File: src/rtl/i2c_ctl_pkg.sv
package i2c_ctl_pkg;
  localparam int DATA_W    = 8;
  localparam int SEL_W     = 5;
  localparam int PIN_W     = 2;
  localparam int BITCNT_W  = $clog2(DATA_W) + 1;
  localparam logic [1:0] DEV_PREFIX = 2'b11;

  typedef enum logic [2:0] {
    ST_IDLE,
    ST_ADDR,
    ST_AACK,
    ST_WDAT,
    ST_WACK,
    ST_RDAT,
    ST_RACK
  } slv_state_t;
endpackage

File: src/rtl/i2c_line_sampler.sv
module i2c_line_sampler
  import i2c_ctl_pkg::*;
#(
  parameter int SYNC_STAGES = 2
) (
  input  logic             clk,
  input  logic             rst_n,
  input  logic             scl_i,
  input  logic             sda_i,
  input  logic [PIN_W-1:0] pin_i,
  output logic             sda_s,
  output logic [PIN_W-1:0] pin_s,
  output logic             scl_rise,
  output logic             scl_fall,
  output logic             start_det,
  output logic             stop_det
);
  localparam int W = PIN_W + 2;

  logic [W-1:0] stg [SYNC_STAGES];
  logic [W-1:0] last;
  logic         scl_s, scl_p, sda_p;

  always_ff @(posedge clk or negedge rst_n) begin
    if (!rst_n) begin
      for (int i = 0; i < SYNC_STAGES; i++) stg[i] <= '1;
    end else begin
      stg[0] <= {pin_i, sda_i, scl_i};
      for (int i = 1; i < SYNC_STAGES; i++) stg[i] <= stg[i-1];
    end
  end

  assign last  = stg[SYNC_STAGES-1];
  assign scl_s = last[0];
  assign sda_s = last[1];
  assign pin_s = last[W-1:2];

  always_ff @(posedge clk or negedge rst_n) begin
    if (!rst_n) begin
      scl_p <= 1'b1;
      sda_p <= 1'b1;
    end else begin
      scl_p <= scl_s;
      sda_p <= sda_s;
    end
  end

  assign scl_rise  = scl_s & ~scl_p;
  assign scl_fall  = ~scl_s & scl_p;
  assign start_det = scl_s & scl_p & sda_p & ~sda_s;
  assign stop_det  = scl_s & scl_p & ~sda_p & sda_s;
endmodule

File: src/rtl/i2c_ctl_regs.sv
module i2c_ctl_regs
  import i2c_ctl_pkg::*;
#(
  parameter logic [DATA_W-1:0] AUX_RST = '0
) (
  input  logic              clk,
  input  logic              rst_n,
  input  logic              wr1_en,
  input  logic              wr2_en,
  input  logic [DATA_W-1:0] wdata,
  input  logic [PIN_W-1:0]  pin_s,
  output logic              connect_en,
  output logic [PIN_W-1:0]  gpio_out,
  output logic [DATA_W-1:0] aux_cfg,
  output logic [DATA_W-1:0] rd_byte
);
  localparam int PAD_W = DATA_W - 1 - 2 * PIN_W;

  always_ff @(posedge clk or negedge rst_n) begin
    if (!rst_n) begin
      connect_en <= 1'b0;
      gpio_out   <= '1;
      aux_cfg    <= AUX_RST;
    end else begin
      if (wr1_en) begin
        // only the top three positions are writable
        connect_en <= wdata[DATA_W-1];
        gpio_out   <= wdata[DATA_W-2 -: PIN_W];
      end
      if (wr2_en) aux_cfg <= wdata;
    end
  end

  assign rd_byte = {connect_en, gpio_out, pin_s, {PAD_W{1'b0}}};
endmodule

File: src/rtl/i2c_slave_seq.sv
module i2c_slave_seq
  import i2c_ctl_pkg::*;
(
  input  logic              clk,
  input  logic              rst_n,
  input  logic              scl_rise,
  input  logic              scl_fall,
  input  logic              start_det,
  input  logic              stop_det,
  input  logic              sda_s,
  input  logic [SEL_W-1:0]  dev_sel,
  input  logic [DATA_W-1:0] rd_byte,
  output logic              sda_oe,
  output logic              wr1_en,
  output logic              wr2_en,
  output logic [DATA_W-1:0] wdata
);
  localparam logic [BITCNT_W-1:0] FULL = BITCNT_W'(DATA_W);

  slv_state_t          state;
  logic [BITCNT_W-1:0] cnt;
  logic [DATA_W-1:0]   sh, tx;
  logic [1:0]          idx;
  logic                rw, nack;

  always_ff @(posedge clk or negedge rst_n) begin
    if (!rst_n) begin
      state  <= ST_IDLE;
      cnt    <= '0;
      sh     <= '0;
      tx     <= '0;
      idx    <= '0;
      rw     <= 1'b0;
      nack   <= 1'b0;
      sda_oe <= 1'b0;
      wr1_en <= 1'b0;
      wr2_en <= 1'b0;
    end else begin
      wr1_en <= 1'b0;
      wr2_en <= 1'b0;
      if (start_det) begin
        state  <= ST_ADDR;
        cnt    <= '0;
        sda_oe <= 1'b0;
      end else if (stop_det) begin
        state  <= ST_IDLE;
        sda_oe <= 1'b0;
      end else begin
        case (state)
          ST_ADDR, ST_WDAT: begin
            if (scl_rise && cnt != FULL) begin
              sh  <= {sh[DATA_W-2:0], sda_s};
              cnt <= cnt + 1'b1;
            end else if (scl_fall && cnt == FULL) begin
              if (state == ST_ADDR) begin
                if (sh[DATA_W-1:1] == {DEV_PREFIX, dev_sel}) begin
                  rw     <= sh[0];
                  sda_oe <= 1'b1;
                  state  <= ST_AACK;
                end else begin
                  state <= ST_IDLE;
                end
              end else if (idx < 2'd2) begin
                sda_oe <= 1'b1;
                wr1_en <= (idx == 2'd0);
                wr2_en <= (idx == 2'd1);
                state  <= ST_WACK;
              end else begin
                state <= ST_IDLE;
              end
            end
          end
          ST_AACK: begin
            if (scl_fall) begin
              cnt <= '0;
              idx <= '0;
              if (rw) begin
                tx     <= rd_byte;
                sda_oe <= ~rd_byte[DATA_W-1];
                state  <= ST_RDAT;
              end else begin
                sda_oe <= 1'b0;
                state  <= ST_WDAT;
              end
            end
          end
          ST_WACK: begin
            if (scl_fall) begin
              sda_oe <= 1'b0;
              cnt    <= '0;
              if (idx != 2'd2) idx <= idx + 2'd1;
              state  <= ST_WDAT;
            end
          end
          ST_RDAT: begin
            if (scl_rise) begin
              cnt <= cnt + 1'b1;
            end else if (scl_fall) begin
              if (cnt == FULL) begin
                sda_oe <= 1'b0;
                state  <= ST_RACK;
              end else begin
                sda_oe <= ~tx[~cnt[BITCNT_W-2:0]];
              end
            end
          end
          ST_RACK: begin
            if (scl_rise) begin
              nack <= sda_s;
            end else if (scl_fall) begin
              if (nack) begin
                state <= ST_IDLE;
              end else begin
                tx     <= rd_byte;
                sda_oe <= ~rd_byte[DATA_W-1];
                cnt    <= '0;
                state  <= ST_RDAT;
              end
            end
          end
          default: ;
        endcase
      end
    end
  end

  assign wdata = sh;
endmodule

File: src/rtl/i2c_ctl_slave.sv
module i2c_ctl_slave
  import i2c_ctl_pkg::*;
#(
  parameter int                SYNC_STAGES = 2,
  parameter logic [DATA_W-1:0] AUX_RST     = '0
) (
  input  logic              clk,
  input  logic              rst_n,
  input  logic              scl_i,
  input  logic              sda_i,
  output logic              sda_oe,
  input  logic [SEL_W-1:0]  dev_sel,
  input  logic [PIN_W-1:0]  gpio_pin,
  output logic              connect_en,
  output logic [PIN_W-1:0]  gpio_out,
  output logic [DATA_W-1:0] aux_cfg
);
  logic              sda_s, scl_rise, scl_fall, start_det, stop_det;
  logic [PIN_W-1:0]  pin_s;
  logic              wr1_en, wr2_en;
  logic [DATA_W-1:0] wdata, rd_byte;

  i2c_line_sampler #(.SYNC_STAGES(SYNC_STAGES)) u_smp (
    .clk(clk), .rst_n(rst_n), .scl_i(scl_i), .sda_i(sda_i), .pin_i(gpio_pin),
    .sda_s(sda_s), .pin_s(pin_s), .scl_rise(scl_rise), .scl_fall(scl_fall),
    .start_det(start_det), .stop_det(stop_det)
  );

  i2c_slave_seq u_seq (
    .clk(clk), .rst_n(rst_n), .scl_rise(scl_rise), .scl_fall(scl_fall),
    .start_det(start_det), .stop_det(stop_det), .sda_s(sda_s),
    .dev_sel(dev_sel), .rd_byte(rd_byte), .sda_oe(sda_oe),
    .wr1_en(wr1_en), .wr2_en(wr2_en), .wdata(wdata)
  );

  i2c_ctl_regs #(.AUX_RST(AUX_RST)) u_reg (
    .clk(clk), .rst_n(rst_n), .wr1_en(wr1_en), .wr2_en(wr2_en),
    .wdata(wdata), .pin_s(pin_s), .connect_en(connect_en),
    .gpio_out(gpio_out), .aux_cfg(aux_cfg), .rd_byte(rd_byte)
  );
endmodule

File: config.mk
export PLATFORM = sky130hd
export DESIGN_NAME = i2c_ctl_slave
export DESIGN_NICKNAME = d
export VERILOG_FILES = /design/src/rtl/i2c_ctl_pkg.sv /design/src/rtl/i2c_line_sampler.sv /design/src/rtl/i2c_ctl_regs.sv /design/src/rtl/i2c_slave_seq.sv /design/src/rtl/i2c_ctl_slave.sv
export SDC_FILE = /design/constraint.sdc
export NUM_CORES = 1
export LEC_CHECK = 0
export BUFFER_PORTS_ARGS = -buffer_cell sky130_fd_sc_hd__buf_2
export CORE_MARGIN = 5
export CORE_UTILIZATION = 58
export CTS_CLUSTER_DIAMETER = 50
export DETAILED_ROUTE_END_ITERATION = 8
export GPL_TIMING_DRIVEN = 0
export PLACE_DENSITY = 0.78
export RECOVER_POWER = 50
export SYNTH_ARGS = -nofsm -noshare
export SYNTH_HDL_FRONTEND = slang
export SYNTH_SLANG_ARGS = --single-unit
File: constraint.sdc
create_clock -name clk -period 2.59 [get_ports clk]
set_input_delay 0.3885 -clock clk [delete_from_list [all_inputs] [get_ports clk]]
set_output_delay 0.3885 -clock clk [all_outputs]
set_load 0.05 [all_outputs]
======== Word-level counts from Yosys, hierarchy flattened ========
Cells that the tools add are included.
cells by class
  add/sub/neg operators ................... 2
  magnitude comparators ................... 2
  eq/ne operators ......................... 37
  muxes and demuxes ....................... 69
  bitwise operators ....................... 17
  reductions and logical operators ........ 17
operators by type and width
  kind                                           number
  2-to-1 mux 3 bit                               15
  2-to-1 mux 8 bit                               5
  2-to-1 mux 4 bit                               8
  2-to-1 mux 1 bit                               31
  != test 4 x 3 -> 1 bit, second input constant  6
  != test 4 bit, second input constant           5
  one-hot mux 4 bit (4 select lines)             1
  one-hot mux 8 bit (2 select lines)             1
  AND reduction 8 bit                            2
  one-hot mux 3 bit (5 select lines)             1
  AND reduction 12 bit                           1
  != test 2 x 1 -> 1 bit, second input constant  5
  AND reduction 10 bit                           1
  == test 3 bit, second input constant           3
  != test 3 x 2 -> 1 bit, second input constant  3
  inverter 1 bit                                 9
  2-to-1 mux 2 bit                               4
  != test 2 bit, second input constant           4
  AND reduction 4 bit                            2
  bitwise AND 1 bit                              7
  == test 7 bit                                  1
  AND reduction 7 bit                            1
  nonzero test 7 bit                             1
  == test 3 x 2 -> 1 bit, second input constant  2
  21 further kinds                               25
storage, ports and cells
  register bits after elaboration ......... 51
  input port bits ......................... 11
  output and inout bits ................... 12

======== Depth between registers and ports, before layout ========
  depth in word-level cells ............... 10
  gate-level depth with buffers ........... 9

======== Modules after synthesis ========
Synthesis repeated with hierarchy kept, for this count alone.
unflattened totals
  cell total of the unflattened synthesis .. 220
  area total of the unflattened synthesis .. 2,577.5 µm²
by module, submodules not included
  module            times used  cells each  area each (µm²)  sequential area each (µm²)
  i2c_slave_seq     1           172         1,760.4          750.7
  i2c_ctl_regs      1           32          506.7            277.8
  i2c_line_sampler  1           16          310.3            262.8

======== Worst setup path after synthesis ========
No wires, ideal clock.
  kind .................................... flip-flop to flip-flop
  start ................................... register u_seq.cnt[0]
  end ..................................... register u_seq.state[0]
  library setup time ...................... 125 ps
  arrival ................................. 1,987 ps
  data required time ...................... 2,465 ps
  slack ................................... 478 ps
  cell stages (with the launch flop) ...... 9
  buffers on the path ..................... 1
  path through ............................ dfrtp_1 clkbuf_1 inv_1 ha_1 nand3b_4 nor3_2 or4_4 o211ai_4 mux2_4
between the ends
  longest elaborated chain between the ends .. 4
  elaborated cells on any way between the ends .. 8
ends and longest elaborated chain
  item                                                               RTL line                                                       text
  start: declaration                                                 i2c_slave_seq.sv:21                                            logic [BITCNT_W-1:0] cnt;
  start signal: assignment                                           i2c_slave_seq.sv:53                                            cnt <= cnt + 1'b1;
  start signal: assignment                                           i2c_slave_seq.sv:97                                            cnt <= cnt + 1'b1;
  != test 4 bit or == test 4 bit (tied branches)                     i2c_slave_seq.sv:51, i2c_slave_seq.sv:54, i2c_slave_seq.sv:99
  logical AND 1 bit (on tied branches)                               i2c_slave_seq.sv:51, i2c_slave_seq.sv:54
  != test 4 bit (no line) or != test 4 x 3 -> 1 bit (tied branches)  -
  AND reduction 10 bit (no line) (*)                                 -
  end signal: assignment                                             i2c_slave_seq.sv:46                                            state <= ST_IDLE;
  end signal: assignment                                             i2c_slave_seq.sv:59                                            state <= ST_AACK;
  end signal: assignment                                             i2c_slave_seq.sv:61                                            state <= ST_IDLE;
  end: declaration                                                   i2c_slave_seq.sv:20                                            slv_state_t state;
Every way passes the cells marked *; elsewhere a longest branch is shown, timed or not.
A chain may end at the register's enable or synchronous reset.

======== Final worst setup path ========
Same ends and word-level chain as after synthesis.

==> summary.md <==
| Metric | Value |
|---|---|
| P_leak | `1.29 nW` |
| Clk buf depth | `2` |
| Post-layout util | `0.678` |
| CP arrival | `2480 ps` |
| Postcts setup bufs | `0` |
| Slew Limit Fails | `0` |
| Final TNS setup | `0 ps` |
| Avg Synthesized Cell Area | `11.8 µm²` |
| Max incr delay on CP | `570 ps` |
| Setup violators final | `0` |
| Worst slew pin tran | `1140 ps` |
| First-pass GRT wire length | `7.77 mm` |
| RSZ-0062 raised after global routing | `false` |
| Initial DRC Count | `141` |
| Synth unique cells | `51` |
| CTS sink count | `48` |
| Rows | `23` |
| Nets@finish | `252` |
| CTS resizes | `0` |
| DIE AREA | `0.00560 mm²` |
| CTS Buf Count | `5` |
| Worst skew pair latency | `310 ps` |
| Cells along the critical path | `clkbuf_1, inv_1, ha_1, nand3b_4, nor3_2, or4_4, o211ai_4, mux2_4` |
| Fmax | `437 MHz` |
| Largest net degree at the start of global routing | `49` |
| Ys async rst share | `1.00` |
| Port bufs | `22` |
| Via Count | `1637` |
| Slowest CP cell | `or4_4` |
| Setup crit end kind | `flip-flop` |
| Period minus WS final | `2290 ps` |
| Routed length per instance | `15.8 µm` |
| Hold_buf cts | `0` |
| Overall routing resource usage | `0.186` |
| Worst Hold Class | `input pin to flip-flop` |
| Total Wirelength | `4.53 mm` |
| Register area share after synthesis | `0.499` |
| Via-to-Cell Ratio | `5.70` |
| Area growth syn-to-layout | `12.1%` |
| Vias in the first global route | `1653` |
| Final Hold Viols | `0` |
| H-tree depth | `2` |
| Mapped Area | `0.00244 mm²` |
| Yosys Warn Count | `0` |
| Starting Density | `0.605` |
| DIE HEIGHT | `74.8 µm` |
| DR pass1 iterations | `4` |
| Req. time, crit path | `2790 ps` |
| Outcome | `finished, final reports clean` |
| CTS clk-pin slew, worst paths | `90 ps` |
| Syn Nets | `223` |
| Share of cells above drive strength 1 | `0.363` |
| Antenna Nets Post-Route | `0` |
| CP Launch Type | `flip-flop` |
| Post-synth EDFFs | `0` |
| I/O pin count | `23` |
| Die Width | `74.8 µm` |
| CTS root buf | `clkbuf_8` |
| CP Max Fanout | `6` |
| Final period util | `0.883` |
| Peak VDD IR | `0.486 mV` |
| Initial antenna violation count | `0` |
| Worst relative slew slack | `0.238` |
| Drt drc | `0` |
| Diode count | `0` |
| Filler Cell Count | `331` |
| Number of synthesized register bits | `48` |
| Skew final | `6.62 ps` |
| Ys flop type | `dfrtp_1` |
| Core Area | `0.00403 mm²` |
| Max-Cap Viols | `0` |
| HPWL after DPL | `3.20 mm` |
| RePlAce Congestion | `0.880` |
| Synth Instances | `207` |
| CTS tree | `built` |
| PD cells | `972 mW/mm²` |
| Crit Path Class | `flip-flop to flip-flop` |
| Gr ovfl total | `0` |
## cell families (layout without fill, tap and decap cells)
logic type | count (synthesis) | after routing | synth area share
and+or+nand+nor | 65 | 65 | 0.159
DFF | 48 | 48 | 0.499
AOI/OAI and AO/OA | 37 | 37 | 0.108
muxes | 32 | 32 | 0.151
buffers and inverters | 14 | 44 | 0.0364
xor gates and xnor gates | 6 | 6 | 0.0216
adders and majority gates | 5 | 5 | 0.0257
## flip-flops by register name, summed over array words and instances (netlist names)
signal            flops
u_smp.last            4
u_seq.wr2_en          1
u_smp.stg             4
u_seq.wdata           8
u_seq.tx              5
u_seq.rw              1
u_seq.idx             2
u_reg.gpio_out        2
u_reg.connect_en      1
u_seq.sda_oe          1
u_seq.nack            1
u_seq.wr1_en          1
u_smp.sda_p           1
u_seq.cnt             4
u_smp.scl_p           1
u_seq.state           3
u_reg.aux_cfg         8
## path summary, 6_finish.rpt
kind                         startpoint               end  slack (ps)  cells past startpoint
min reg2reg                u_smp.stg[7]     u_smp.last[3]         360                      0
max in group asynchronous         rst_n  u_reg.aux_cfg[5]        1600                      1
max                        u_seq.cnt[0]    u_seq.state[0]         300                      8
min                               scl_i      u_smp.stg[4]         170                      1
max reg2reg                u_seq.cnt[0]    u_seq.state[0]         300                      8
min in group asynchronous         rst_n      u_seq.idx[1]         290                      1
## area by class of cell
| cell class | count | area, µm² | share of cell area |
|---|---|---|---|
| buffer | 9 | 70.1 | 0.0257 |
| clock buffer | 6 | 82.6 | 0.0302 |
| clock inverter | 2 | 38.8 | 0.0142 |
| inverter | 5 | 18.8 | 0.00687 |
| multi-input combinational | 145 | 1130 | 0.415 |
| sequential | 48 | 1220 | 0.445 |
| tap | 50 | 62.6 | 0.0229 |
| timing repair buffer | 22 | 110 | 0.0403 |
## cells in the mapped netlist (2+ instances only)
cell	count	area share
nand2b_1	3	0.0077
nor3_1	2	0.0041
dfstp_2	12	0.13
nand2_1	17	0.026
dfrtp_1	36	0.37
nor2b_1	7	0.018
inv_1	5	0.0077
buf_6	4	0.018
nand3b_1	4	0.012
a31oi_1	2	0.0051
o211ai_1	2	0.0062
o31ai_1	2	0.0062
xnor2_1	3	0.011
mux2_4	3	0.018
o21ai_0	9	0.018
nand4b_1	2	0.0072
mux2_2	26	0.12
clkbuf_1	2	0.0031
ha_1	5	0.026
a22o_1	2	0.0072
xor2_1	3	0.011
a21oi_1	7	0.014
nand3_1	6	0.012
o2bb2ai_1	2	0.0072
mux2i_1	3	0.012
buf_2	2	0.0041
nor2_1	9	0.014
and3_2	2	0.0062
o21a_1	3	0.0092
## critical path, delay by kind of cell (launching register included)
kind	cells	cell delay, ps
DFF	1	370
buffers and inverters	2	360
and+or+nand+nor	3	750
adders and majority gates	1	230
muxes	1	320
AOI/OAI and AO/OA	1	150
## metrics by stage
step	area [µm²]	total power [W]	hold WS, ps	setup slack, ps	cells
after floorplan	2440	0.00186	92.9	478	207
after global placement	2610	0.00207	345	330	279
after detailed placement	2610	0.00209	348	298	279
after CTS	2730	0.00267	163	290	287
after global routing	2730	0.00283	157	175	287
final	2730	0.00266	173	304	287
## placed cells by master, fill, tap and decap left out, drive strengths merged, types with 7 or more instances in the layout
| cell type | count |
|---|---|
| a21oi | 7 |
| mux2 | 29 |
| clkbuf | 9 |
| dfrtp | 36 |
| o21ai | 9 |
| dfstp | 12 |
| nand2 | 17 |
| nor2 | 10 |
| buf | 28 |
| nor2b | 7 |
## power breakdown
| group | switching (W) | internal (W) |
|---|---|---|
| Sequential | 0.000161 | 0.000891 |
| Clock | 0.000257 | 0.000316 |
| Combinational | 0.000523 | 0.000508 |
| Total | 0.000941 | 0.00171 |
## per-layer routing
layer,vias to the layer above,GRT usage,part of all wire
met5,-,0,0
met4,0,0.0652,0.016
met3,5,0.0547,0.056
met2,44,0.287,0.47
met1,790,0.251,0.45
li1,798,-,-
Power figures use the tool's default switching activity.
